**src/rtl/clkdiv_pkg.sv**
```systemverilog
package clkdiv_pkg;
  localparam int CODE_W   = 3;
  localparam int MAX_CODE = (1 << CODE_W) - 1;
  localparam int DIV_MAX  = 1 << (MAX_CODE - 1);
  localparam int CNT_W    = $clog2(DIV_MAX) + 1;

  typedef logic [CODE_W-1:0] ratio_code_t;
  typedef logic [CNT_W-1:0]  half_len_t;

  // code 0 and code 1 both mean one cycle per phase
  function automatic half_len_t half_from_code(input ratio_code_t code);
    if (code == '0) return CNT_W'(1);
    return CNT_W'(1) << (code - CODE_W'(1));
  endfunction
endpackage

```
**src/rtl/clkdiv_regs.sv**
```systemverilog
module clkdiv_regs
  import clkdiv_pkg::*;
#(
  parameter int DATA_W = 8
) (
  input  logic              clk,
  input  logic              rst,
  input  logic              wr_ratio,
  input  logic              wr_enable,
  input  logic [DATA_W-1:0] wdata,
  output ratio_code_t       ratio_q,
  output logic              enable_q
);
  always_ff @(posedge clk) begin
    if (rst) begin
      ratio_q  <= '0;
      enable_q <= 1'b0;
    end else begin
      if (wr_ratio)  ratio_q  <= wdata[CODE_W-1:0];
      if (wr_enable) enable_q <= wdata[DATA_W-1];
    end
  end
endmodule

```
**src/rtl/clkdiv_sync.sv**
```systemverilog
module clkdiv_sync #(
  parameter int STAGES = 2
) (
  input  logic clk,
  input  logic rst,
  input  logic d,
  output logic q
);
  logic [STAGES-1:0] chain;

  always_ff @(posedge clk) begin
    if (rst) chain <= '0;
    else     chain <= {chain[STAGES-2:0], d};
  end

  assign q = chain[STAGES-1];
endmodule

```
**src/rtl/clkdiv_gen.sv**
```systemverilog
module clkdiv_gen
  import clkdiv_pkg::*;
(
  input  logic        clk,
  input  logic        rst,
  input  logic        enable_s,
  input  ratio_code_t ratio,
  output logic        div_clk,
  output logic        running,
  output half_len_t   half_len
);
  half_len_t phase_cnt;
  logic      phase_end;

  assign phase_end = (phase_cnt == half_len - CNT_W'(1));

  always_ff @(posedge clk) begin
    if (rst) begin
      running   <= 1'b0;
      div_clk   <= 1'b0;
      phase_cnt <= '0;
      half_len  <= CNT_W'(1);
    end else if (!running) begin
      div_clk   <= 1'b0;
      phase_cnt <= '0;
      if (enable_s) begin
        running  <= 1'b1;
        half_len <= half_from_code(ratio);
      end
    end else if (phase_end) begin
      phase_cnt <= '0;
      if (!div_clk && !enable_s) running <= 1'b0;
      else                       div_clk <= ~div_clk;
    end else begin
      phase_cnt <= phase_cnt + CNT_W'(1);
    end
  end
endmodule

```
**src/rtl/clkdiv_bank.sv**
```systemverilog
module clkdiv_bank
  import clkdiv_pkg::*;
#(
  parameter int N_INST    = 4,
  parameter int ADDR_W    = 16,
  parameter int DATA_W    = 8,
  parameter int BASE_ADDR = 0,
  parameter int STRIDE    = 256,
  parameter int RATIO_OFS = 'h43,
  parameter int EN_OFS    = 'h46,
  parameter int SYNC_LEN  = 2
) (
  input  logic              clk,
  input  logic              rst,
  input  logic              sel,
  input  logic              we,
  input  logic [ADDR_W-1:0] addr,
  input  logic [DATA_W-1:0] wdata,
  output logic [DATA_W-1:0] rdata,
  output logic [N_INST-1:0] div_clk_o
);
  logic [N_INST-1:0]             hit_ratio, hit_en, enable_q, enable_s, run_w;
  ratio_code_t [N_INST-1:0]      ratio_q;
  half_len_t   [N_INST-1:0]      half_w;
  logic [N_INST-1:0][DATA_W-1:0] rd_part;
  logic [DATA_W-1:0]             rd_mux;

  for (genvar i = 0; i < N_INST; i++) begin : g_ch
    localparam logic [ADDR_W-1:0] WIN = ADDR_W'(BASE_ADDR + i * STRIDE);

    assign hit_ratio[i] = sel && (addr == WIN + ADDR_W'(RATIO_OFS));
    assign hit_en[i]    = sel && (addr == WIN + ADDR_W'(EN_OFS));

    clkdiv_regs #(.DATA_W(DATA_W)) u_regs (
      .clk       (clk),
      .rst       (rst),
      .wr_ratio  (hit_ratio[i] && we),
      .wr_enable (hit_en[i] && we),
      .wdata     (wdata),
      .ratio_q   (ratio_q[i]),
      .enable_q  (enable_q[i])
    );

    clkdiv_sync #(.STAGES(SYNC_LEN)) u_sync (
      .clk (clk),
      .rst (rst),
      .d   (enable_q[i]),
      .q   (enable_s[i])
    );

    clkdiv_gen u_gen (
      .clk      (clk),
      .rst      (rst),
      .enable_s (enable_s[i]),
      .ratio    (ratio_q[i]),
      .div_clk  (div_clk_o[i]),
      .running  (run_w[i]),
      .half_len (half_w[i])
    );

    always_comb begin
      rd_part[i] = '0;
      if (hit_ratio[i]) rd_part[i][CODE_W-1:0] = ratio_q[i];
      if (hit_en[i])    rd_part[i][DATA_W-1]   = enable_q[i];
    end
  end

  always_comb begin
    rd_mux = '0;
    for (int i = 0; i < N_INST; i++) rd_mux = rd_mux | rd_part[i];
  end

  always_ff @(posedge clk) begin
    if (rst)             rdata <= '0;
    else if (sel && !we) rdata <= rd_mux;
    else                 rdata <= '0;
  end
endmodule

```
**config.mk**
```make
export PLATFORM = sky130hd
export DESIGN_NAME = clkdiv_bank
export DESIGN_NICKNAME = d
export VERILOG_FILES = /design/src/rtl/clkdiv_pkg.sv /design/src/rtl/clkdiv_regs.sv /design/src/rtl/clkdiv_sync.sv /design/src/rtl/clkdiv_gen.sv /design/src/rtl/clkdiv_bank.sv
export SDC_FILE = /design/constraint.sdc
export NUM_CORES = 1
export LEC_CHECK = 0
export ABC_AREA = 1
export BUFFER_PORTS_ARGS = -buffer_cell sky130_fd_sc_hd__buf_2
export CORE_UTILIZATION = 45
export DETAILED_ROUTE_END_ITERATION = 10
export GPL_TIMING_DRIVEN = 0
export PLACE_DENSITY = 0.73
export SYNTH_ARGS = -nofsm -noshare
export SYNTH_HDL_FRONTEND = slang
export SYNTH_SLANG_ARGS = --single-unit
```
**constraint.sdc**
```tcl
create_clock -name clk -period 4.7 [get_ports clk]
set_input_delay 0.94 -clock clk [delete_from_list [all_inputs] [get_ports clk]]
set_output_delay 0.94 -clock clk [all_outputs]
set_load 0.05 [all_outputs]
```
* After elaboration in Yosys (flattened, before gate mapping) *
Cells that the tools add are included.

storage, ports and cells
  register bits after elaboration = 96
  bits in latches = 0
  RAM bits = 0
  memory bits (read-only) = 0
  input bits = 28
  output and inout port bits = 12
  memories kept = 0

cells by class
  $add $sub $neg = 12
  $mul = 0
  div/mod/pow operators = 0
  magnitude comparators = 0
  equal/unequal tests = 12
  shifts and indexed selects = 4
  muxes and demuxes = 48
  bitwise operators = 16
  reductions and logical operators = 51

operators by type and width
  kind                  count
  $eq 16x10->1 const B  4
  $mux 7                8
  $mux 1                36
  $eq 16x7->1 const B   2
  $eq 16x9->1 const B   2
  $add 7x1->7 const B   4
  $eq 7x7->1            4
  $shl 1x3->7 const A   4
  $sub 7x1->7 const B   4
  $or 8x8->8            3
  $logic_and 1x1->1     21
  $reduce_and 2->1      8
  $not 1->1             13
  $logic_not 3->1       4
  $mux 3                4
  $reduce_or 3->1       4
  $sub 3x1->3 const B   4
  $reduce_or 2->1       5
  $logic_not 1->1       9

* Logic depth before layout (Yosys ltp) *
Gate-level depths: netlist of run 1.

  depth after elaboration = 6
  depth in mapped cells = 12
  depth with buffers taken out = 12

* Cells and area by module *
From an unflattened synthesis of run 1, not the netlist that was laid out.

second synthesis, totals
  cells, all modules = 793
  area total of the unflattened synthesis = 5079.9 sq um

by module, submodules not included
  module       times used  cells each  area an instance (sq um)
  clkdiv_gen   4           143         920.9
  clkdiv_regs  4           25          158.9
  clkdiv_bank  1           97          540.5
  clkdiv_sync  4           6           55.1

* Worst setup path after synthesis of run 1 *
No wires, ideal clock.

  kind = in2reg
  start point = in addr[11]
  end point = reg g_ch[0].u_regs.ratio_q[0]
  library setup time = 119 ps
  arrival = 1769 ps
  data required time = 4581 ps
  slack = 2812 ps
  cell stages on the path = 6
  cells stage by stage = nor2_2 nand2_1 nor3_4 nand3_2 o21ai_0 a21oi_1

on the way
  cells in the longest elaborated chain, start to end = 3

RTL lines
  element                 RTL line           RTL
  start: declaration      clkdiv_bank.sv:17  input logic [ADDR_W-1:0] addr,
  $eq 16x7->1             clkdiv_bank.sv:31  assign hit_ratio[i] = sel && (addr == WIN + ADDR_W'(RATIO_OFS));
  $logic_and 1x1->1       clkdiv_bank.sv:31
  $logic_and 1x1->1       clkdiv_bank.sv:37  .wr_ratio (hit_ratio[i] && we),
  end signal: assignment  clkdiv_regs.sv:19  if (wr_ratio) ratio_q <= wdata[CODE_W-1:0];
  end: declaration        clkdiv_regs.sv:11  output ratio_code_t ratio_q,

No other way between the ends.
A chain may end at the register's enable or synchronous reset.

* Final worst setup path of run 1 *
  start point = reg g_ch[1].u_gen.div_clk
  end point = out div_clk_o[1]

RTL lines
  element                   RTL line           RTL
  start: declaration        clkdiv_gen.sv:8    output logic div_clk,
  start signal: assignment  clkdiv_gen.sv:33   else div_clk <= ~div_clk;
  end: declaration          clkdiv_bank.sv:20  output logic [N_INST-1:0] div_clk_o

No word-level cell between the ends.

==> results of run 1 <==
==> logic make-up (layout without fill, tap and decap cells) <==
logic type / after synthesis / in the layout
AOI/OAI and AO/OA: 77 / 77
xor gates and xnor gates: 41 / 41
adders and majority gates: 12 / 12
buffers and inverters: 116 / 161
DFF: 92 / 92
other: 1 / 4
and+or+nand+nor: 362 / 362
==> cell type report <==
cell class | count | area (sq um) | area share, %
clock buffer | 12 | 145 | 2.68
sequential | 92 | 1840 | 34.0
buffer | 19 | 124 | 2.29
inverter | 97 | 364 | 6.72
multi-input combinational | 496 | 2580 | 47.6
timing repair buffer | 29 | 145 | 2.68
tap | 136 | 170 | 3.14
clock inverter | 4 | 48.8 | 0.901
==> worst paths after layout <==
kind / end / depth (start not counted) / slack, ns
worst max-delay path: div_clk_o[1] / 2 / 2.65
worst min-delay path: g_ch[1].u_sync.chain[1] / 2 / 0.41
worst max register to register: g_ch[3].u_gen.running / 12 / 2.87
worst min register to register: g_ch[1].u_sync.chain[1] / 2 / 0.41
==> registers in the layout, indices dropped and copies added, names as in the netlist <==
register / count
g_ch.u_gen.div_clk: 4
g_ch.u_gen.phase_cnt: 28
g_ch.u_sync.chain: 8
g_ch.u_regs.ratio_q: 12
g_ch.u_gen.half_len: 28
g_ch.u_gen.running: 4
rdata: 4
g_ch.u_regs.enable_q: 4
==> worst reg2reg max path, delay by kind of cell, from the launching register on <==
kind | cells | cell delay [ns]
fa+ha+maj | 1 | 0.33
buf+inv | 2 | 0.15
flops | 1 | 0.39
simple gates | 9 | 0.84
==> power breakdown <==
group           switching, W  total (W)  internal, W  leakage (nW)
Clock               0.000266   0.000527     0.000260         0.100
Combinational      0.0000333  0.0000479    0.0000146          1.69
Sequential     0.00000000128   0.000779     0.000779         0.741
==> placed cells by master (no fill, tap or decap), drive strengths merged, types with 3 or more instances in the layout <==
cell type    n
buf         39
nor2       130
xnor2       23
nor3         5
o21ai       29
conb         4
clkinv       3
clkbuf      20
nand3       75
inv         97
nand2      143
dfxtp       92
ha          12
nand3b       5
xor2        18
a22oi       12
a21oi       32
a31oi        3
==> routing by layer <==
layer	track usage [%]	up-vias	share of wire, %
li1	-	2286	-
met2	31.3	104	45
met5	0	-	0
met1	24.8	1971	49
met3	2.76	14	3.8
met4	8.63	0	1.9
==> stage by stage <==
stage	total power (W)	util (%)	hold slack [ns]	std cells	worst slack, ns
2_1_floorplan	0.000826	-	0.388	704	2.81
3_3_place_gp	0.000844	50.1	0.393	869	2.55
3_5_place_dp	0.000845	50.1	0.400	869	2.53
4_1_cts	0.00136	52.0	0.414	885	2.63
5_1_grt	0.00141	52.0	0.436	885	2.59
6_report	0.00135	52.0	0.410	885	2.65
==> summary.txt, run 1 <==
Arr. time, crit path: 1.11 ns
clock network latency to the later pin of the worst-skew pair: 0.36 ns
Setup Viol. Count Final: 0
CTS Hold Buffers Added: 0
Buf/Inv on CP: 2
DRT Pass-1 Iters: 5
Synth top cells by count: nand2_1, nor2_1, inv_1, dfxtp_1, nand3_1
ant diodes: 0
clock skew: 0.00799 ns
simple-gate portion of the synthesized area: 33.3%
RSZ-0062 raised after global routing: no
Post-Synth Adder-Cell Area: 3.07%
Syn Area/Cell: 6.98 sq um
I/O Pins: 40
power per standard cell area: 250 nW/um^2
worst reg2reg path startpoint: g_ch[3].u_gen.half_len[0]
placed inst area: 5220 sq um
worst-path cell chain: buf_4 -> buf_2
post-DR wirelength/cell: 11.2 um
Post-synth EDFFs: 0
first-pass GRT wire length: 17600 um
Cell variety after synth: 35
post-layout net count: 784
CP Launch Type: flip-flop
Compound-Gate Fraction of Synth Area: 8.61%
filler cell count: 1003
maximum vdd drop: 0.164 mV
Post-Synth XOR/XNOR Area: 7.34%
ys async rst share: 0%
vias in the first global route: 4143
number of H-tree levels: 3
largest family of logic cells by synthesized area: simple AND/OR/NAND/NOR gates
register area share after synthesis: 37.6%
fin. max-slew vios: 0
post-route ant nets: 0
cell accounting for the most synthesized area: dfxtp_1
Gate Count Post-Synth: 701
synth warn: 0
worst hold start: g_ch[1].u_sync.chain[0]
P&R area growth vs syn: 10.6%
Max clock buf depth: 2
ys flop type: dfxtp_1
CTS Sinks: 92
standard-cell row count: 37
die extent in x: 106 um
layout cells sized above 1: 10.9%
Worst-path clk slew: 0.08 ns
vias: 4375
Post-Syn Area: 4890 sq um
Overflow after GRT: 0
delay-heaviest family, CP: flip-flops
core area: 10400 sq um
Total GRT Usage: 19.1%
antenna violations before repair: 0
Final min period: 2.05 ns
crit end category: output pin
Max Freq: 489 MHz
count leader, synth: nand2_1
Die ar.: 11300 sq um
gp weighted congestion: 0.845
setup bufs post-CTS: 0
# DRC: 0
CTS tree: built
post-CTS sizing: 0
pin count of the biggest net entering global routing: 15
CP Max Fanout: 4
crit path kind: reg2out
WL final: 9920 um
IO Port Bufs: 29
Worst Tran Pin Value: 0.546 ns
post-synthesis mux area share: 0%
Final Hold Fails: 0
Worst Hold Class: reg2reg
Die Y: 106 um
slowest CP cell: dfxtp_1
max cap viols: 0
setup tns final: 0 ns
hpwl dp: 7610 um
status: complete, no violations
Final Instance Area: 5420 sq um
slowest stage delay, CP: 0.39 ns
Max-Slew Margin vs Limit: 63.6%
top cell type's share of synthesized area: 37.6%
clk root buf: clkbuf_8
via/cell ratio: 4.94
Final Cycle Share: 43.5%
Leak Pwr: 2.53 nW
flops & latches, synth: 92
clock buffer count from CTS: 9
Starting Density: 47.0%
Worst Path Required: 3.76 ns
main area contributors after synthesis: dfxtp_1, nand2_1, nor2_1
Worst setup startpoint: g_ch[1].u_gen.div_clk
drt first-iter violations: 186
Note: power is estimated with default switching activity, not from simulation.
==> inputs of run 2 (changes only) <==
--- a/config.mk
+++ b/config.mk
@@ -5,12 +5,12 @@
 export SDC_FILE = /design/constraint.sdc
 export NUM_CORES = 1
 export LEC_CHECK = 0
-export ABC_AREA = 1
+export ABC_AREA = 0
 export BUFFER_PORTS_ARGS = -buffer_cell sky130_fd_sc_hd__buf_2
 export CORE_UTILIZATION = 45
 export DETAILED_ROUTE_END_ITERATION = 10
 export GPL_TIMING_DRIVEN = 0
-export PLACE_DENSITY = 0.73
+export PLACE_DENSITY = 0.75
 export SYNTH_ARGS = -nofsm -noshare
 export SYNTH_HDL_FRONTEND = slang
 export SYNTH_SLANG_ARGS = --single-unit
==> constraint.sdc (replaced) <==
create_clock -name clk -period 1.8 [get_ports clk]
set_input_delay 0.36 -clock clk [delete_from_list [all_inputs] [get_ports clk]]
set_output_delay 0.36 -clock clk [all_outputs]
set_load 0.05 [all_outputs]
==> run 2 against run 1 <==
Effect of this change:
- the flow now finishes with violations (negative setup slack)
- core utilization rose by 5.6 points
- non-clock buffer count rose by 31
- count of clock-buffer cells in the layout is 3 lower
- final cell count down 15%
- synthesized area grew 0.56%
- combinational power rose to 2.8 times the previous value
- critical endpoint is now g_ch[2].u_gen.div_clk
- largest cell class unchanged
- largest power group unchanged
- highest routed layer unchanged
==> summary.txt, run 2 <==
status: finished with violations
failing checks: negative setup slack
clk root buf: clkbuf_8
CP Max Fanout: 3
vias: 4158
ys flop type: dfxtp_1
WL final: 11300 um
main area contributors after synthesis: dfxtp_1, mux2i_1, nor2_1
# DRC: 0
top cell type's share of synthesized area: 37.4%
Post-synth EDFFs: 0
Finished Core Util: 57.6%
Worst Path Required: 2.12 ns
CP Launch Type: flip-flop
first-pass GRT wire length: 18500 um
crit end category: flip-flop
Die Y: 107 um
Max Freq: 543 MHz
post-route ant nets: 0
pin count of the biggest net entering global routing: 17
Cell variety after synth: 68
Worst-path clk slew: 0.10 ns
Synth top cells by count: dfxtp_1, nor2_1, nor3_1, nand2_1, mux2i_1
Setup Viol. Count Final: 13
register area share after synthesis: 37.4%
cell accounting for the most synthesized area: dfxtp_1
drt first-iter violations: 206
post-layout net count: 651
Worst Hold Class: in2reg
Total GRT Usage: 20.5%
Worst Tran Pin Value: 0.676 ns
Final Cycle Share: 102%
Starting Density: 47.0%
power per standard cell area: 616 nW/um^2
Worst setup startpoint: g_ch[2].u_gen.half_len[0]
core area: 10500 sq um
standard-cell row count: 37
CTS tree: built
worst reg2reg path startpoint: g_ch[2].u_gen.half_len[0]
Max clock buf depth: 2
I/O Pins: 40
Final Hold Fails: 0
clock network latency to the later pin of the worst-skew pair: 0.39 ns
Overflow after GRT: 0
DRT Pass-1 Iters: 4
Gate Count Post-Synth: 550
via/cell ratio: 5.53
die extent in x: 107 um
layout cells sized above 1: 27.4%
hpwl dp: 7560 um
Leak Pwr: 2.26 nW
CTS Hold Buffers Added: 0
final worst slack: -0.0430 ns
Syn Area/Cell: 8.95 sq um
IO Port Bufs: 30
flops & latches, synth: 92
Final min period: 1.84 ns
Die ar.: 11400 sq um
Arr. time, crit path: 2.16 ns
biggest regs: g_ch.u_gen.half_len x28, g_ch.u_gen.phase_cnt x28, g_ch.u_regs.ratio_q x12
synth warn: 0
antenna violations before repair: 0
crit path kind: reg2reg
vias in the first global route: 4021
Place WS: -0.186 ns
clock buffer count from CTS: 9
clock skew: 0.0114 ns
commonest non-fill, non-tap cell in the layout: dfxtp_1
RSZ-0062 raised after global routing: yes
placed inst area: 5320 sq um
fin. max-slew vios: 0
P&R area growth vs syn: 22.5%
Post-Syn Area: 4920 sq um
gp weighted congestion: 0.845
maximum vdd drop: 0.403 mV
max cap viols: 0
Final Instance Area: 6030 sq um
setup tns final: -0.281 ns
number of H-tree levels: 3
ys async rst share: 0%
post-DR wirelength/cell: 15.0 um
CTS Sinks: 92
ant diodes: 0
most frequent cells in the layout: dfxtp_1, nor2_1, buf_2
worst hold start: wdata[7]
count leader, synth: dfxtp_1
Max-Slew Margin vs Limit: 54.9%
run 2: cell types whose count changed after synthesis, moves of 8 or more:
cell and change:
nor3_1 +34, nand2_1 -104, clkbuf_1 +8, a21oi_1 -15
nand4_1 +10, mux2i_1 +28, nor2_1 -50, inv_1 -84
nor2b_1 +16, nand2b_1 +18, o21ai_0 -20, nand3_1 -50
run 2: final timing paths:
| kind | to | slack [ns] | cells after the start |
|---|---|---|---|
| max | g_ch[2].u_gen.div_clk | -0.04 | 10 |
| min | g_ch[3].u_regs.enable_q | 0.25 | 3 |
| max reg2reg | g_ch[2].u_gen.div_clk | -0.04 | 10 |
| min reg2reg | g_ch[3].u_sync.chain[1] | 0.44 | 1 |
run 2: routing by layer:
metal	GRT usage, %	up-vias	wire length, um
met5	0	-	0
met4	8.32	0	221
met3	4.68	20	395
met2	35.4	89	5590
met1	24.6	1996	5050
li1	-	2053	-
run 2: report_power, final:
group	switching, W	leakage [nW]	internal (W)
Clock	0.000768	0.0981	0.000785
Combinational	0.0000922	1.42	0.0000437
Sequential	0.00000000233	0.744	0.00202
Total	0.000860	2.26	0.00285
run 2: final cells by class:
| cell class | instances | area [sq um] |
|---|---|---|
| well taps | 136 | 170 |
| flip-flops and latches | 92 | 1870 |
| fillers | 914 | 4430 |
| clock inverters | 7 | 98.8 |
| multi-input cells | 416 | 3240 |
| clock buffers | 9 | 124 |
| inverters | 13 | 53.8 |
| plain buffers | 29 | 146 |
| repair buffers | 50 | 328 |
run 2: through the flow:
step | hold WS, ns | cells | power [W]
3_3_place_gp | 0.420 | 719 | 0.00221
3_5_place_dp | 0.420 | 719 | 0.00222
5_1_grt | 0.247 | 752 | 0.00383
4_1_cts | 0.246 | 749 | 0.00375
2_1_floorplan | 0.414 | 553 | 0.00216
6_report | 0.255 | 752 | 0.00371
run 2: timing repair:
item,CTS,global route
cloned,1,0
setup buffers,15,5
endpoints found under the hold margin,0,0
resized for setup,34,45
endpoints found under the setup margin,36,36
pin swaps,26,35
run 2: kinds of logic (layout without fill, tap and decap cells):
logic type / Yosys count / count (layout) / share of synthesized area, %
AO/OA/AOI/OAI: 72 / 73 / 11.8
XOR/XNOR: 49 / 49 / 9.00
adder cells (fa/ha/maj): 12 / 12 / 3.05
buffers and inverters: 46 / 108 / 4.42
flip-flops: 92 / 92 / 37.4
multiplexers: 29 / 29 / 6.15
other: 1 / 4 / 0.0762
AND/OR/NAND/NOR: 249 / 249 / 28.1
run 2: worst max-delay path, cell delays in order (launching register included):
cell and delay, ns:
dfxtp_4 0.37, inv_4 0.04, ha_4 0.16, buf_6 0.12
buf_6 0.11, xnor2_2 0.12, a22oi_2 0.17, mux2i_4 0.11
buf_4 0.16, nor3_4 0.19, mux2i_1 0.22
